$ cat config.mk
export PLATFORM = sky130hd
export DESIGN_NAME = clk_ready_poller
export DESIGN_NICKNAME = d
export VERILOG_FILES = /design/src/rtl/cdp_pkg.sv /design/src/rtl/poll_interval_timer.sv /design/src/rtl/lane_bit_select.sv /design/src/rtl/lock_run_counter.sv /design/src/rtl/clk_ready_poller.sv
export SDC_FILE = /design/constraint.sdc
export NUM_CORES = 1
export LEC_CHECK = 0
export BUFFER_PORTS_ARGS = -buffer_cell sky130_fd_sc_hd__buf_2
export CAP_MARGIN = 0
export CORE_MARGIN = 3
export CORE_UTILIZATION = 53
export CTS_BUF_LIST = sky130_fd_sc_hd__clkbuf_8 sky130_fd_sc_hd__clkbuf_16
export CTS_CLUSTER_DIAMETER = 60
export DETAILED_ROUTE_END_ITERATION = 8
export PLACE_DENSITY = 0.83
export SYNTH_ARGS = -nofsm -noshare
export SYNTH_HDL_FRONTEND = slang
export SYNTH_SLANG_ARGS = --single-unit
$ cat constraint.sdc
create_clock -name clk -period 1.6 [get_ports clk]
set_input_delay 0.24 -clock clk [delete_from_list [all_inputs] [get_ports clk]]
set_output_delay 0.24 -clock clk [all_outputs]
set_load 0.005 [all_outputs]
$ cat src/rtl/cdp_pkg.sv
package cdp_pkg;
  typedef enum logic {
    PS_IDLE = 1'b0,
    PS_POLL = 1'b1
  } poll_state_t;
endpackage

$ cat src/rtl/poll_interval_timer.sv
module poll_interval_timer #(
  parameter int POLL_CYCLES = 500000
) (
  input  logic clk,
  input  logic rst,
  input  logic run,
  output logic hit
);
  localparam int CW = (POLL_CYCLES > 1) ? $clog2(POLL_CYCLES) : 1;
  localparam logic [CW-1:0] LAST = CW'(POLL_CYCLES - 1);

  logic [CW-1:0] cnt_q;

  assign hit = run && (cnt_q == LAST);

  always_ff @(posedge clk) begin
    if (rst || !run || hit) cnt_q <= '0;
    else                    cnt_q <= cnt_q + 1'b1;
  end
endmodule

$ cat src/rtl/lane_bit_select.sv
module lane_bit_select (
  input  logic       odd,
  input  logic [1:0] pair,
  output logic       bit_o
);
  always_comb bit_o = odd ? pair[1] : pair[0];
endmodule

$ cat src/rtl/lock_run_counter.sv
module lock_run_counter #(
  parameter int NEED_GOOD = 3,
  parameter int MAX_POLLS = 20
) (
  input  logic clk,
  input  logic rst,
  input  logic clear,
  input  logic sample_en,
  input  logic sample_bit,
  output logic locked_now,
  output logic spent_now
);
  localparam int RW = $clog2(NEED_GOOD + 1);
  localparam int PW = $clog2(MAX_POLLS + 1);

  logic [RW-1:0] run_q, run_next;
  logic [PW-1:0] polls_q;

  always_comb begin
    run_next   = sample_bit ? run_q + 1'b1 : '0;
    locked_now = sample_en && sample_bit && (run_next == RW'(NEED_GOOD));
    spent_now  = sample_en && (polls_q == PW'(MAX_POLLS - 1));
  end

  always_ff @(posedge clk) begin
    if (rst || clear) begin
      run_q   <= '0;
      polls_q <= '0;
    end else if (sample_en) begin
      run_q   <= locked_now ? '0 : run_next;
      polls_q <= polls_q + 1'b1;
    end
  end
endmodule

$ cat src/rtl/clk_ready_poller.sv
module clk_ready_poller #(
  parameter int POLL_CYCLES = 500000,
  parameter int NEED_GOOD   = 3,
  parameter int MAX_POLLS   = 20
) (
  input  logic       clk,
  input  logic       rst,
  input  logic       start,
  input  logic       lane_odd,
  input  logic [1:0] ready_pair,
  output logic       done,
  output logic       ok,
  output logic       timeout
);
  import cdp_pkg::*;

  poll_state_t state_q;
  logic        busy_q, lane_q, accept;
  logic        hit, sbit, locked_now, spent_now;

  assign busy_q = (state_q == PS_POLL);
  assign accept = !busy_q && start;

  poll_interval_timer #(.POLL_CYCLES(POLL_CYCLES)) tmr_i (
    .clk(clk), .rst(rst), .run(busy_q), .hit(hit)
  );

  lane_bit_select sel_i (.odd(lane_q), .pair(ready_pair), .bit_o(sbit));

  lock_run_counter #(.NEED_GOOD(NEED_GOOD), .MAX_POLLS(MAX_POLLS)) run_i (
    .clk(clk), .rst(rst), .clear(accept), .sample_en(hit), .sample_bit(sbit),
    .locked_now(locked_now), .spent_now(spent_now)
  );

  always_ff @(posedge clk) begin
    if (rst) begin
      state_q <= PS_IDLE;
      lane_q  <= 1'b0;
      done    <= 1'b0;
      ok      <= 1'b0;
      timeout <= 1'b0;
    end else begin
      done <= 1'b0;
      if (accept) begin
        state_q <= PS_POLL;
        lane_q  <= lane_odd;
        ok      <= 1'b0;
        timeout <= 1'b0;
      end else if (busy_q && locked_now) begin
        state_q <= PS_IDLE;
        done    <= 1'b1;
        ok      <= 1'b1;
      end else if (busy_q && spent_now) begin
        state_q <= PS_IDLE;
        done    <= 1'b1;
        timeout <= 1'b1;
      end
    end
  end
endmodule

==> metrics.md, run 1 <==
| Metric | Value |
|---|---|
| Final Cycle Share | `1.02` |
| Post-synthesis async set-or-reset flop share | `0` |
| Adder-Cell Fraction of Synth Area | `0.0164` |
| Worst Setup EP | `run_i.polls_q[2]$_SDFFE_PP0N_` |
| Pwr Density | `737 nW/um^2` |
| Pin count of the biggest net entering global routing | `11` |
| Boundary Pins | `9` |
| Initial Utilization | `0.584` |
| Grt total ovfl | `0` |
| Clock Path Buffers | `2` |
| Worst Setup SP | `tmr_i.cnt_q[12]$_SDFF_PP0_` |
| Via Count | `1378` |
| Slowest cell on crit path | `or4_4` |
| Post-synthesis compound-gate area fraction | `0.0795` |
| Mapped Cells | `165` |
| Post-synthesis xor/xnor area fraction | `0.0803` |
| Final hold slack | `0.174 ns` |
| Hold Fails Final Rpt | `0` |
| FF-to-FF path depth | `4` |
| Net Switching | `0.000309 W` |
| Period minus WS final | `1.63 ns` |
| WP depth | `4` |
| Die ar. | `3560 um^2` |
| Synth area leader | `dfxtp_1` |
| Dominant synthesized flop cell | `dfxtp_1` |
| CTS tree | `yes` |
| Outcome | `finished, violations left` |
| Nets | `211` |
| Power Internal | `0.00114 W` |
| Start of the worst register-to-register path | `tmr_i.cnt_q[12]$_SDFF_PP0_` |
| Depth of the worst hold-timing path | `2` |
| Pleak | `0.683 nW` |
| Vias in the first global route | `1350` |
| EDFF count, synth | `0` |
| Routed vias/inst | `5.91` |
| Reg clk slew, reported paths | `0.06 ns` |
| Power share of the combinational group | `0.040` |
| N_diodes | `0` |
| Yosys reg bits | `31` |
| Filler Cells Inserted | `180` |
| Worst path required time | `1.82 ns` |
| Post-synth top area share | `0.407` |
| ANT nets after route | `0` |
| R2R Setup Slk | `-0.03 ns` |
| Die W | `59.7 um` |
| Register area share after synthesis | `0.407` |
| DR WL/cell | `16.8 um` |
| Worst-path cell chain | `nor4b_4 > nand4_1 > or4_4 > a21oi_2` |
| Hold Crit Class | `in2reg` |
| CTS Hold Bufs | `0` |
| Worst setup EP type | `flip-flop` |
| H-tree lvl count | `2` |
| Main combinational cell family by area after synthesis | `simple AND/OR/NAND/NOR gates` |
| Worst Path Buf+Inv | `0` |
| Row count | `18` |
| Syn_nets | `173` |
| GP Congestion | `0.951` |
| Kind of cell adding the most delay to the critical path | `simple AND/OR/NAND/NOR gates` |
| Total track usage | `0.227` |
| Worst slew margin | `0.706` |
| Routed WL | `3920 um` |
| Post-Route Skew | `0.00780 ns` |
| Core area | `2610 um^2` |
| I/O Buffers | `8` |
| Iter 0 DRT Violations | `66` |
| Slew Limit Fails | `0` |
| Max Fclk | `614 MHz` |
| Critical path launch point type | `flip-flop` |
| Area Growth Syn to Fin | `28.8%` |
| Initial antenna violation count | `0` |
| Sequential power share | `0.539` |
| Drt first pass iters | `4` |
| Clock Power Share | `0.422` |
| Ys Warns | `0` |
| Final count of negative-setup-slack endpoints | `2` |
| CP peak stage delay | `0.49 ns` |
| DP Cell Count | `223` |
| CTS root buffer | `clkbuf_8` |
| Simple-Gate Fraction of Synth Area | `0.347` |
| FF-to-FF End | `run_i.polls_q[2]$_SDFFE_PP0N_` |
| HPWL Detailed | `2670 um` |
| Syn Std Cell Area | `1530 um^2` |
| Synth Area per Inst | `9.25 um^2` |
| Fin cells | `233` |
| Pre-CTS setup slack | `-0.0694 ns` |
| Crit Path Class | `reg2reg` |
| Switching portion of total power | `0.214` |
| Fraction of layout cells with a size suffix above 1 | `0.389` |
| Netlist cell types | `40` |
| MaxCap Viol Count | `0` |
| CP Data Arrival Time | `1.85 ns` |
| VDD IR max | `0.821 mV` |
| Worst Setup Slack, final | `-0.0296 ns` |
| Post-synthesis mux area share | `0.0393` |
| First-pass GRT wire length | `5910 um` |
| Clk sinks | `31` |
| Clock latency at the later pin of the worst-skew pair | `0.28 ns` |
| Inserted Clock Buffers | `5` |
| RSZ-0062 raised after global routing | `true` |
| Worst Tran Pin Value | `0.437 ns` |
| Worst-path fanout max | `5` |
| Violated checks | `setup timing` |
| Post-route DRC violation count | `0` |
| Top post-synthesis cells by area | `dfxtp_1, xnor2_1, nor2_1` |
| Layout Utilization | `0.752` |
| Die Y | `59.7 um` |
==> Yosys cell counts, drive strengths merged (3+ instances only) <==
cell	n
xnor2	10
a21oi	6
nor2	22
nor3	7
nand4	8
inv	5
xor2	4
nor4	5
nand2	11
or4	5
o31ai	3
nor4b	4
and4	3
mux2i	6
o21ai	5
dfxtp	31
buf	3
nand3	9
==> layer usage <==
metal,vias to the layer above,part of all wire,GRT usage
met3,14,0.038,0.0540
met1,652,0.44,0.280
met5,-,0,0
li1,675,-,-
met4,0,0.037,0.117
met2,37,0.48,0.366
==> through the flow <==
stage | area (um^2) | setup TNS [ns] | power (W)
global route | 1970 | -0.527 | 0.00149
finish | 1970 | -0.0443 | 0.00145
floorplan | 1540 | 0 | 0.000825
detailed placement | 1780 | -0.174 | 0.000850
global placement | 1780 | 0 | 0.000848
CTS | 1900 | -0.0128 | 0.00145
==> area by class of cell <==
class / instances / area (um^2) / area share
tap: 30 / 37.5 / 0.0191
clock inverter: 1 / 5.00 / 0.00255
timing repair buffer: 36 / 258 / 0.131
multi-input combinational: 124 / 930 / 0.473
clock buffer: 6 / 82.6 / 0.0420
inverter: 5 / 18.8 / 0.00955
sequential: 31 / 634 / 0.323
==> power by group through the flow <==
stage,clock [W],combinational [W],sequential [W]
6_report,0.000611,0.0000576,0.000780
5_1_grt,0.000651,0.0000627,0.000780
4_1_cts,0.000612,0.0000538,0.000782
3_5_place_dp,0,0.0000523,0.000798
3_3_place_gp,0,0.0000503,0.000798
2_1_floorplan,0,0.0000264,0.000798
==> repair_timing <==
item	in CTS	in global routing
buffers inserted	1	2
gates resized for setup	6	18
setup endpoints to repair	5	13
pin swaps	5	7
==> kinds of logic after synthesis <==
logic type,after synthesis
AOI/OAI and AO/OA,19
xor gates and xnor gates,14
adders and majority gates,2
buffers and inverters,10
DFF,31
muxes,6
and+or+nand+nor,83
==> how the worst min path moves through the flow <==
stage	startpoint	end	slack, ns
2_1_floorplan	rst	lane_q$_SDFFE_PP0P_	0.31
3_3_place_gp	timeout$_SDFFE_PP0P_	timeout$_SDFFE_PP0P_	0.45
3_5_place_dp	ok$_SDFFE_PP0P_	ok$_SDFFE_PP0P_	0.45
4_1_cts	rst	lane_q$_SDFFE_PP0P_	0.17
5_1_grt	rst	lane_q$_SDFFE_PP0P_	0.19
6_report	rst	lane_q$_SDFFE_PP0P_	0.17
==> state kept, by name (all words and copies together), names as in the netlist <==
signal,cells
tmr_i.cnt_q,19
timeout,1
lane_q,1
done,1
ok,1
busy_q,1
run_i.run_q,2
run_i.polls_q,5
==> placed cells by master (no fill, tap or decap), drive strengths merged, types with 6 or more instances in the layout <==
master and instances:
xnor2 10, nand2 11, buf 36, dfxtp 31, a21oi 6, nand3 9
nor2 22, mux2i 6, nor3 7, nand4 8, clkbuf 6
Power figures use the tool's default switching activity.
==> run 2, diff against run 1 <==
--- a/config.mk
+++ b/config.mk
@@ -7,12 +7,15 @@
 export LEC_CHECK = 0
 export BUFFER_PORTS_ARGS = -buffer_cell sky130_fd_sc_hd__buf_2
 export CAP_MARGIN = 0
+export CELL_PAD_IN_SITES_DETAIL_PLACEMENT = 0
+export CELL_PAD_IN_SITES_GLOBAL_PLACEMENT = 1
 export CORE_MARGIN = 3
-export CORE_UTILIZATION = 53
+export CORE_UTILIZATION = 41
 export CTS_BUF_LIST = sky130_fd_sc_hd__clkbuf_8 sky130_fd_sc_hd__clkbuf_16
 export CTS_CLUSTER_DIAMETER = 60
 export DETAILED_ROUTE_END_ITERATION = 8
-export PLACE_DENSITY = 0.83
+export PLACE_DENSITY = 0.82
+export SKIP_LAST_GASP = 1
 export SYNTH_ARGS = -nofsm -noshare
 export SYNTH_HDL_FRONTEND = slang
 export SYNTH_SLANG_ARGS = --single-unit
==> run 2 against run 1 <==
Against the previous run:
- the run now ends clean
- die area is 26% higher
- global-route usage down 5.8 points
- sequential power barely moved
- core utilization shrank 16 points
- via count grew 0.29%
- clock skew down 0.0026 ns
- largest cell class unchanged
- clock power increased by 22%
- routed wire length decreased by 3.9%
- cell area rose by 5.2%
- worst hold slack got worse by 0.013 ns
- combinational power increased by 5.6%
==> metrics.md, run 2 (same netlist as run 1, synthesis figures left out) <==
| Metric | Value |
|---|---|
| Total track usage | `0.169 (was 0.227)` |
| Die W | `67.0 um (was 59.7 um)` |
| Hold Path Origin | `rst (unchanged)` |
| Grt total ovfl | `0 (unchanged)` |
| Reg clk slew, reported paths | `0.06 ns (about the same)` |
| Clk sinks | `31 (unchanged)` |
| Max Fclk | `627 MHz (was 614 MHz)` |
| Iter 0 DRT Violations | `63 (was 66)` |
| Most common cell after layout, fill and taps aside | `buf_4 (unchanged)` |
| CTS root buffer | `clkbuf_8 (unchanged)` |
| CTS tree | `yes (unchanged)` |
| CP peak stage delay | `0.44 ns (was 0.49 ns)` |
| CP Data Arrival Time | `1.82 ns (was 1.85 ns)` |
| Largest registers | `tmr_i.cnt_q: 19 flops, run_i.polls_q: 5 flops, run_i.run_q: 2 flops (unchanged)` |
| First-pass GRT wire length | `5640 um (was 5910 um)` |
| Area Growth Syn to Fin | `35.4% (was 28.8%)` |
| Initial antenna violation count | `0 (unchanged)` |
| Top reg by flops | `tmr_i.cnt_q (unchanged)` |
| Final count of negative-setup-slack endpoints | `0 (was 2)` |
| Hold Fails Final Rpt | `0 (unchanged)` |
| ANT nets after route | `0 (unchanged)` |
| Vias in the first global route | `1244 (was 1350)` |
| Core area | `3470 um^2 (was 2610 um^2)` |
| Via Count | `1382 (was 1378)` |
| Clock latency at the later pin of the worst-skew pair | `0.29 ns (was 0.28 ns)` |
| Pleak | `0.747 nW (was 0.683 nW)` |
| Slowest cell on crit path | `or4_4 (unchanged)` |
| Worst setup EP type | `flip-flop (unchanged)` |
| Most frequent cells in the layout | `buf_4, dfxtp_1, nor2_1 (was buf_4, nor2_1, dfxtp_1)` |
| H-tree lvl count | `2 (unchanged)` |
| Nets | `218 (was 211)` |
| Max reg flops | `19 (unchanged)` |
| Worst-path fanout max | `6 (was 5)` |
| Setup TNS | `0 ns (was -0.0443 ns)` |
| Pin count of the biggest net entering global routing | `11 (unchanged)` |
| Routed WL | `3770 um (was 3920 um)` |
| Drt first pass iters | `4 (unchanged)` |
| Fraction of layout cells with a size suffix above 1 | `0.386 (was 0.389)` |
| CTS Hold Bufs | `0 (unchanged)` |
| N_diodes | `0 (unchanged)` |
| Post-route cell area | `2070 um^2 (was 1970 um^2)` |
| Start of the worst register-to-register path | `tmr_i.cnt_q[11]$_SDFF_PP0_ (was tmr_i.cnt_q[12]$_SDFF_PP0_)` |
| Worst-path cell chain | `nor4b_4 > buf_4 > nand4_4 > or4_4 > a21oi_2 (was nor4b_4 > nand4_1 > or4_4 > a21oi_2)` |
| HPWL Detailed | `2520 um (was 2670 um)` |
| Crit Path Class | `reg2reg (unchanged)` |
| Outcome | `completed (was finished, violations left)` |
| Routed vias/inst | `5.40 (was 5.91)` |
| Initial Utilization | `0.440 (was 0.584)` |
| I/O Buffers | `8 (unchanged)` |
| VDD IR max | `0.407 mV (was 0.821 mV)` |
| Slew Limit Fails | `0 (unchanged)` |
| MaxCap Viol Count | `0 (unchanged)` |
| Die ar. | `4490 um^2 (was 3560 um^2)` |
| Worst path required time | `1.82 ns (about the same)` |
| Boundary Pins | `9 (unchanged)` |
| Period minus WS final | `1.59 ns (was 1.63 ns)` |
| Pwr Density | `767 nW/um^2 (was 737 nW/um^2)` |
| Clock Path Buffers | `2 (unchanged)` |
| Layout Utilization | `0.596 (was 0.752)` |
| DR WL/cell | `14.7 um (was 16.8 um)` |
| Critical path launch point type | `flip-flop (unchanged)` |
| GP Congestion | `0.853 (was 0.951)` |
| Worst Setup SP | `tmr_i.cnt_q[11]$_SDFF_PP0_ (was tmr_i.cnt_q[12]$_SDFF_PP0_)` |
| Worst slew margin | `0.766 (was 0.706)` |
| Post-DP Area | `1800 um^2 (was 1780 um^2)` |
| Die Y | `67.0 um (was 59.7 um)` |
| Post-route DRC violation count | `0 (unchanged)` |
| Final Cycle Share | `0.997 (was 1.02)` |
| Post-Route Skew | `0.00519 ns (was 0.00780 ns)` |
| Pre-CTS setup slack | `-0.0327 ns (was -0.0694 ns)` |
| Worst Tran Pin Value | `0.342 ns (was 0.437 ns)` |
| Worst Setup Slack, final | `0.00512 ns (was -0.0296 ns)` |
| Hold Crit Class | `in2reg (unchanged)` |
| Row count | `21 (was 18)` |
| Inserted Clock Buffers | `5 (unchanged)` |
==> run 2: per-stage QoR <==
step                std cells  hold slack [ns]  power [W]
CTS                       246            0.161    0.00157
global route              256            0.175    0.00164
global placement          239            0.442   0.000849
detailed placement        239            0.450   0.000850
finish                    256            0.161    0.00159
floorplan                 165            0.312   0.000825
==> run 2: report_power, final <==
part            total, W  switching [W]  internal, W
Clock           0.000744       0.000295     0.000449
Combinational  0.0000608      0.0000308    0.0000299
Sequential      0.000780     0.00000461     0.000776
Total            0.00159       0.000330      0.00125
==> run 2: worst paths after layout <==
| path | slack (ns) | cells after the start | endpoint |
|---|---|---|---|
| worst min-delay path | 0.16 | 2 | busy_q$_SDFFE_PP0P_ |
| worst max register to register | 0.005 | 5 | run_i.polls_q[3]$_SDFFE_PP0N_ |
| worst max-delay path | 0.005 | 5 | run_i.polls_q[3]$_SDFFE_PP0N_ |
| worst min register to register | 0.46 | 1 | ok$_SDFFE_PP0P_ |
==> run 2: routing by layer <==
layer | vias up | GRT usage | part of all wire
li1 | 681 | - | -
met1 | 660 | 0.225 | 0.45
met2 | 34 | 0.253 | 0.47
met3 | 7 | 0.0573 | 0.051
met4 | 0 | 0.0608 | 0.025
met5 | - | 0 | 0
==> run 2: critical path, delay by kind of cell (launching register included) <==
kind | cells | cell delay (ns)
AO/OA/AOI/OAI | 1 | 0.14
AND/OR/NAND/NOR | 3 | 0.86
flip-flops | 1 | 0.37
buffers and inverters | 1 | 0.16
==> run 2: cell type report <==
class / instances / area (um^2)
fill: 301 / 1400
multi-input combinational: 124 / 938
sequential: 31 / 632
timing repair buffer: 43 / 318
clock buffer: 5 / 68.8
tap: 46 / 57.6
clock inverter: 2 / 33.8
inverter: 5 / 18.8
==> run 2: what timing repair did <==
action | CTS | global route
buffers inserted | 0 | 9
endpoints found under the setup margin | 4 | 27
resized for setup | 1 | 23
gates cloned | 0 | 1
pin swaps | 3 | 13
==> run 3, diff against run 2 <==
--- a/config.mk
+++ b/config.mk
@@ -5,16 +5,15 @@
 export SDC_FILE = /design/constraint.sdc
 export NUM_CORES = 1
 export LEC_CHECK = 0
+export ABC_AREA = 1
 export BUFFER_PORTS_ARGS = -buffer_cell sky130_fd_sc_hd__buf_2
 export CAP_MARGIN = 0
-export CELL_PAD_IN_SITES_DETAIL_PLACEMENT = 0
-export CELL_PAD_IN_SITES_GLOBAL_PLACEMENT = 1
 export CORE_MARGIN = 3
-export CORE_UTILIZATION = 41
+export CORE_UTILIZATION = 35
 export CTS_BUF_LIST = sky130_fd_sc_hd__clkbuf_8 sky130_fd_sc_hd__clkbuf_16
 export CTS_CLUSTER_DIAMETER = 60
 export DETAILED_ROUTE_END_ITERATION = 8
-export PLACE_DENSITY = 0.82
+export PLACE_DENSITY = 0.61
 export SKIP_LAST_GASP = 1
 export SYNTH_ARGS = -nofsm -noshare
 export SYNTH_HDL_FRONTEND = slang
==> run 3 against run 2 <==
Against the previous run:
- total power is 5.2% higher
- flip-flop and latch count stayed put
- first-iteration DRC count is 27% higher
- maximum frequency is 9.0% higher
- final cell count is 27% higher
- largest cell class unchanged
- via count is 13% higher
==> metrics.md, run 3 <==
| Metric | Value |
|---|---|
| Outcome | `completed (unchanged)` |
| Main combinational cell family by area after synthesis | `simple AND/OR/NAND/NOR gates (unchanged)` |
| Syn_nets | `259 (was 173)` |
| Power share of the combinational group | `0.046 (was 0.038)` |
| Layer with the highest usage | `met2 (unchanged)` |
| Start of the worst register-to-register path | `tmr_i.cnt_q[1]$_SDFF_PP0_ (was tmr_i.cnt_q[11]$_SDFF_PP0_)` |
| Area Growth Syn to Fin | `18.3% (was 35.4%)` |
| Net Switching | `0.000351 W (was 0.000330 W)` |
| Post-Route Skew | `0.0101 ns (was 0.00519 ns)` |
| Register area share after synthesis | `0.376 (was 0.407)` |
| Worst-path cell chain | `ha_4 > nand3_4 > nor3_4 > nand2_2 > nand2_4 > buf_12 > nor3b_1 (was nor4b_4 > buf_4 > nand4_4 > or4_4 > a21oi_2)` |
| Boundary Pins | `9 (unchanged)` |
| Most frequent cells in the layout | `nand2_1, nor2_1, inv_1 (was buf_4, dfxtp_1, nor2_1)` |
| Routed vias/inst | `4.77 (was 5.40)` |
| CTS tree | `yes (unchanged)` |
| R2R Setup Slk | `0.14 ns (was 0.005 ns)` |
| Mapped Cells | `251 (was 165)` |
| Max Fclk | `683 MHz (was 627 MHz)` |
| Syn Std Cell Area | `1650 um^2 (was 1530 um^2)` |
| Dominant synthesized flop cell | `dfxtp_1 (unchanged)` |
| DR WL/cell | `10.9 um (was 14.7 um)` |
| Critical path launch point type | `flip-flop (unchanged)` |
| Vias in the first global route | `1341 (was 1244)` |
| CP peak stage delay | `0.38 ns (was 0.44 ns)` |
| Met3 usage | `0.0427 (was 0.0573)` |
| Clock Path Buffers | `2 (unchanged)` |
| Row count | `24 (was 21)` |
| Kind of cell adding the most delay to the critical path | `simple AND/OR/NAND/NOR gates (unchanged)` |
| Slew Limit Fails | `0 (unchanged)` |
| GP Congestion | `0.894 (was 0.853)` |
| Die ar. | `5580 um^2 (was 4490 um^2)` |
| Worst setup EP type | `flip-flop (unchanged)` |
| N_diodes | `0 (unchanged)` |
| Crit Path Class | `reg2reg (unchanged)` |
| VDD IR max | `0.590 mV (was 0.407 mV)` |
| Period minus WS final | `1.46 ns (was 1.59 ns)` |
| Worst-path fanout max | `9 (was 6)` |
| MaxCap Viol Count | `0 (unchanged)` |
| Top post-synthesis cells by area | `dfxtp_1, nand2_1, nor2_1 (was dfxtp_1, xnor2_1, nor2_1)` |
| Simple-Gate Fraction of Synth Area | `0.424 (was 0.347)` |
| Setup TNS | `0 ns (unchanged)` |
| Total track usage | `0.145 (was 0.169)` |
| Worst slew margin | `0.802 (was 0.766)` |
| Most instantiated cells after synthesis | `nand2_1, nor2_1, inv_1 (was dfxtp_1, nor2_1, nand2_1)` |
| Layout Utilization | `0.440 (was 0.596)` |
| Nets | `281 (was 218)` |
| Sequential power share | `0.472 (was 0.492)` |
| Worst Tran Pin Value | `0.295 ns (was 0.342 ns)` |
| Most common cell after layout, fill and taps aside | `nand2_1 (was buf_4)` |
| Clock Power Share | `0.482 (was 0.470)` |
| Pin count of the biggest net entering global routing | `11 (unchanged)` |
| Pwr Density | `853 nW/um^2 (was 767 nW/um^2)` |
| Synth area leader | `dfxtp_1 (unchanged)` |
| Switching portion of total power | `0.211 (was 0.208)` |
| H-tree lvl count | `2 (unchanged)` |
| Max reg flops | `19 (unchanged)` |
| Pre-CTS setup slack | `0.0720 ns (was -0.0327 ns)` |
| Core area | `4440 um^2 (was 3470 um^2)` |
| Post-synthesis xor/xnor area fraction | `0.0318 (was 0.0803)` |
| EDFF count, synth | `0 (unchanged)` |
| Via Count | `1556 (was 1382)` |
| Worst Setup Slack, final | `0.136 ns (was 0.00512 ns)` |
| FF-to-FF End | `tmr_i.cnt_q[2]$_SDFF_PP0_ (was run_i.polls_q[3]$_SDFFE_PP0N_)` |
| Worst Setup EP | `tmr_i.cnt_q[2]$_SDFF_PP0_ (was run_i.polls_q[3]$_SDFFE_PP0N_)` |
| Hold Fails Final Rpt | `0 (unchanged)` |
| WP depth | `7 (was 5)` |
| Worst Setup SP | `tmr_i.cnt_q[1]$_SDFF_PP0_ (was tmr_i.cnt_q[11]$_SDFF_PP0_)` |
| Ys Warns | `0 (unchanged)` |
| Final count of negative-setup-slack endpoints | `0 (unchanged)` |
| Die Y | `74.7 um (was 67.0 um)` |
| Power Internal | `0.00132 W (was 0.00125 W)` |
| I/O Buffers | `8 (unchanged)` |
| Pleak | `0.714 nW (was 0.747 nW)` |
| Initial antenna violation count | `0 (unchanged)` |
| Adder-Cell Fraction of Synth Area | `0.0152 (was 0.0164)` |
| Clock latency at the later pin of the worst-skew pair | `0.29 ns (about the same)` |
| CP Data Arrival Time | `1.64 ns (was 1.82 ns)` |
| Synth Area per Inst | `6.58 um^2 (was 9.25 um^2)` |
| Fraction of layout cells with a size suffix above 1 | `0.150 (was 0.386)` |
| Netlist cell types | `23 (was 40)` |
| Post-synthesis compound-gate area fraction | `0.0644 (was 0.0795)` |
| Iter 0 DRT Violations | `80 (was 63)` |
| Yosys reg bits | `31 (unchanged)` |
| Post-synthesis async set-or-reset flop share | `0 (unchanged)` |
| Post-route cell area | `1950 um^2 (was 2070 um^2)` |
| RSZ-0062 raised after global routing | `false` |
| Slowest cell on crit path | `dfxtp_1 (was or4_4)` |
| Routed WL | `3540 um (was 3770 um)` |
| Post-route DRC violation count | `0 (unchanged)` |
| FF-to-FF path depth | `7 (was 5)` |
| Post-synth top area share | `0.376 (was 0.407)` |
| Post-synthesis mux area share | `0 (was 0.0393)` |
| Die W | `74.7 um (was 67.0 um)` |
| Final Cycle Share | `0.915 (was 0.997)` |
| Worst path required time | `1.78 ns (was 1.82 ns)` |
| Hold Crit Class | `in2reg (unchanged)` |
| CTS root buffer | `clkbuf_8 (unchanged)` |
| Reg clk slew, reported paths | `0.06 ns (about the same)` |
| First-pass GRT wire length | `6120 um (was 5640 um)` |
| Grt total ovfl | `0 (unchanged)` |
| Drt first pass iters | `4 (unchanged)` |
| Met2 GRT Util | `0.215 (was 0.253)` |
| Post-DP Area | `1790 um^2 (was 1800 um^2)` |
| Top reg by flops | `tmr_i.cnt_q (unchanged)` |
| Filler Cells Inserted | `479 (was 301)` |
| Initial Utilization | `0.372 (was 0.440)` |
| Met1 usage | `0.195 (was 0.225)` |
| ANT nets after route | `0 (unchanged)` |
| Most common cell in the netlist | `nand2_1 (was dfxtp_1)` |
| Inserted Clock Buffers | `5 (unchanged)` |
| Clk sinks | `31 (unchanged)` |
| Largest registers | `tmr_i.cnt_q: 19 flops, run_i.polls_q: 5 flops, run_i.run_q: 2 flops (unchanged)` |
| HPWL Detailed | `2720 um (was 2520 um)` |
| Worst Path Buf+Inv | `1 (unchanged)` |
## run 3: logic make-up after synthesis
logic type,after synthesis
and+or+nand+nor,157
buffers and inverters,36
DFF,31
AOI/OAI and AO/OA,19
xor gates and xnor gates,6
adders and majority gates,2
## run 3: what timing repair did
| item | 4_1_cts | 5_1_grt |
|---|---|---|
| setup buffers | 0 | 3 |
| hold endpoints to repair | 0 | 0 |
| hold buffers | 0 | 0 |
| setup endpoints to repair | 0 | 19 |
| resized for setup | 0 | 4 |
## run 3: cell type report
type,instances,area (um^2),area share
tap,52,65.1,0.0333
sequential,31,621,0.318
clock buffer,6,82.6,0.0423
timing repair buffer,16,113,0.0576
clock inverter,2,35.0,0.0179
multi-input combinational,184,907,0.464
inverter,35,131,0.0672
## run 3: worst register-to-register path, delay by kind of cell, from the launching register on
family / cells / cell delay (ns)
buffers and inverters: 1 / 0.14
adders and majority gates: 1 / 0.19
DFF: 1 / 0.38
and+or+nand+nor: 5 / 0.66
## run 3: routing by layer
| metal | part of all wire | vias to the layer above | wire, um |
|---|---|---|---|
| li1 | - | 833 | - |
| met1 | 0.49 | 693 | 1750 |
| met2 | 0.44 | 25 | 1570 |
| met3 | 0.042 | 5 | 148 |
| met4 | 0.020 | 0 | 72 |
| met5 | 0 | - | 0 |
## run 3: worst min-delay path by stage
stage | from | end | slack [ns] | depth (start not counted)
after global routing | lane_odd | lane_q$_SDFFE_PP0P_ | 0.21 | 3
after detailed placement | timeout$_SDFFE_PP0P_ | timeout$_SDFFE_PP0P_ | 0.44 | 2
after global placement | timeout$_SDFFE_PP0P_ | timeout$_SDFFE_PP0P_ | 0.44 | 2
final | lane_odd | lane_q$_SDFFE_PP0P_ | 0.20 | 3
after CTS | lane_odd | lane_q$_SDFFE_PP0P_ | 0.20 | 3
after floorplan | lane_odd | lane_q$_SDFFE_PP0P_ | 0.38 | 2
## run 3: through the flow
step           instances  hold WS, ns  power, W
2_1_floorplan        251        0.379  0.000848
3_3_place_gp         315        0.437  0.000874
3_5_place_dp         315        0.439  0.000876
4_1_cts              323        0.199   0.00168
5_1_grt              326        0.213   0.00174
6_report             326        0.203   0.00167
## run 3: power by group through the flow
stage | Sequential [W] | Clock, W | Combinational [W]
final | 0.000787 | 0.000803 | 0.0000770
after global routing | 0.000788 | 0.000863 | 0.0000879
after CTS | 0.000786 | 0.000824 | 0.0000725
after detailed placement | 0.000803 | 0 | 0.0000725
after global placement | 0.000803 | 0 | 0.0000716
after floorplan | 0.000803 | 0 | 0.0000449
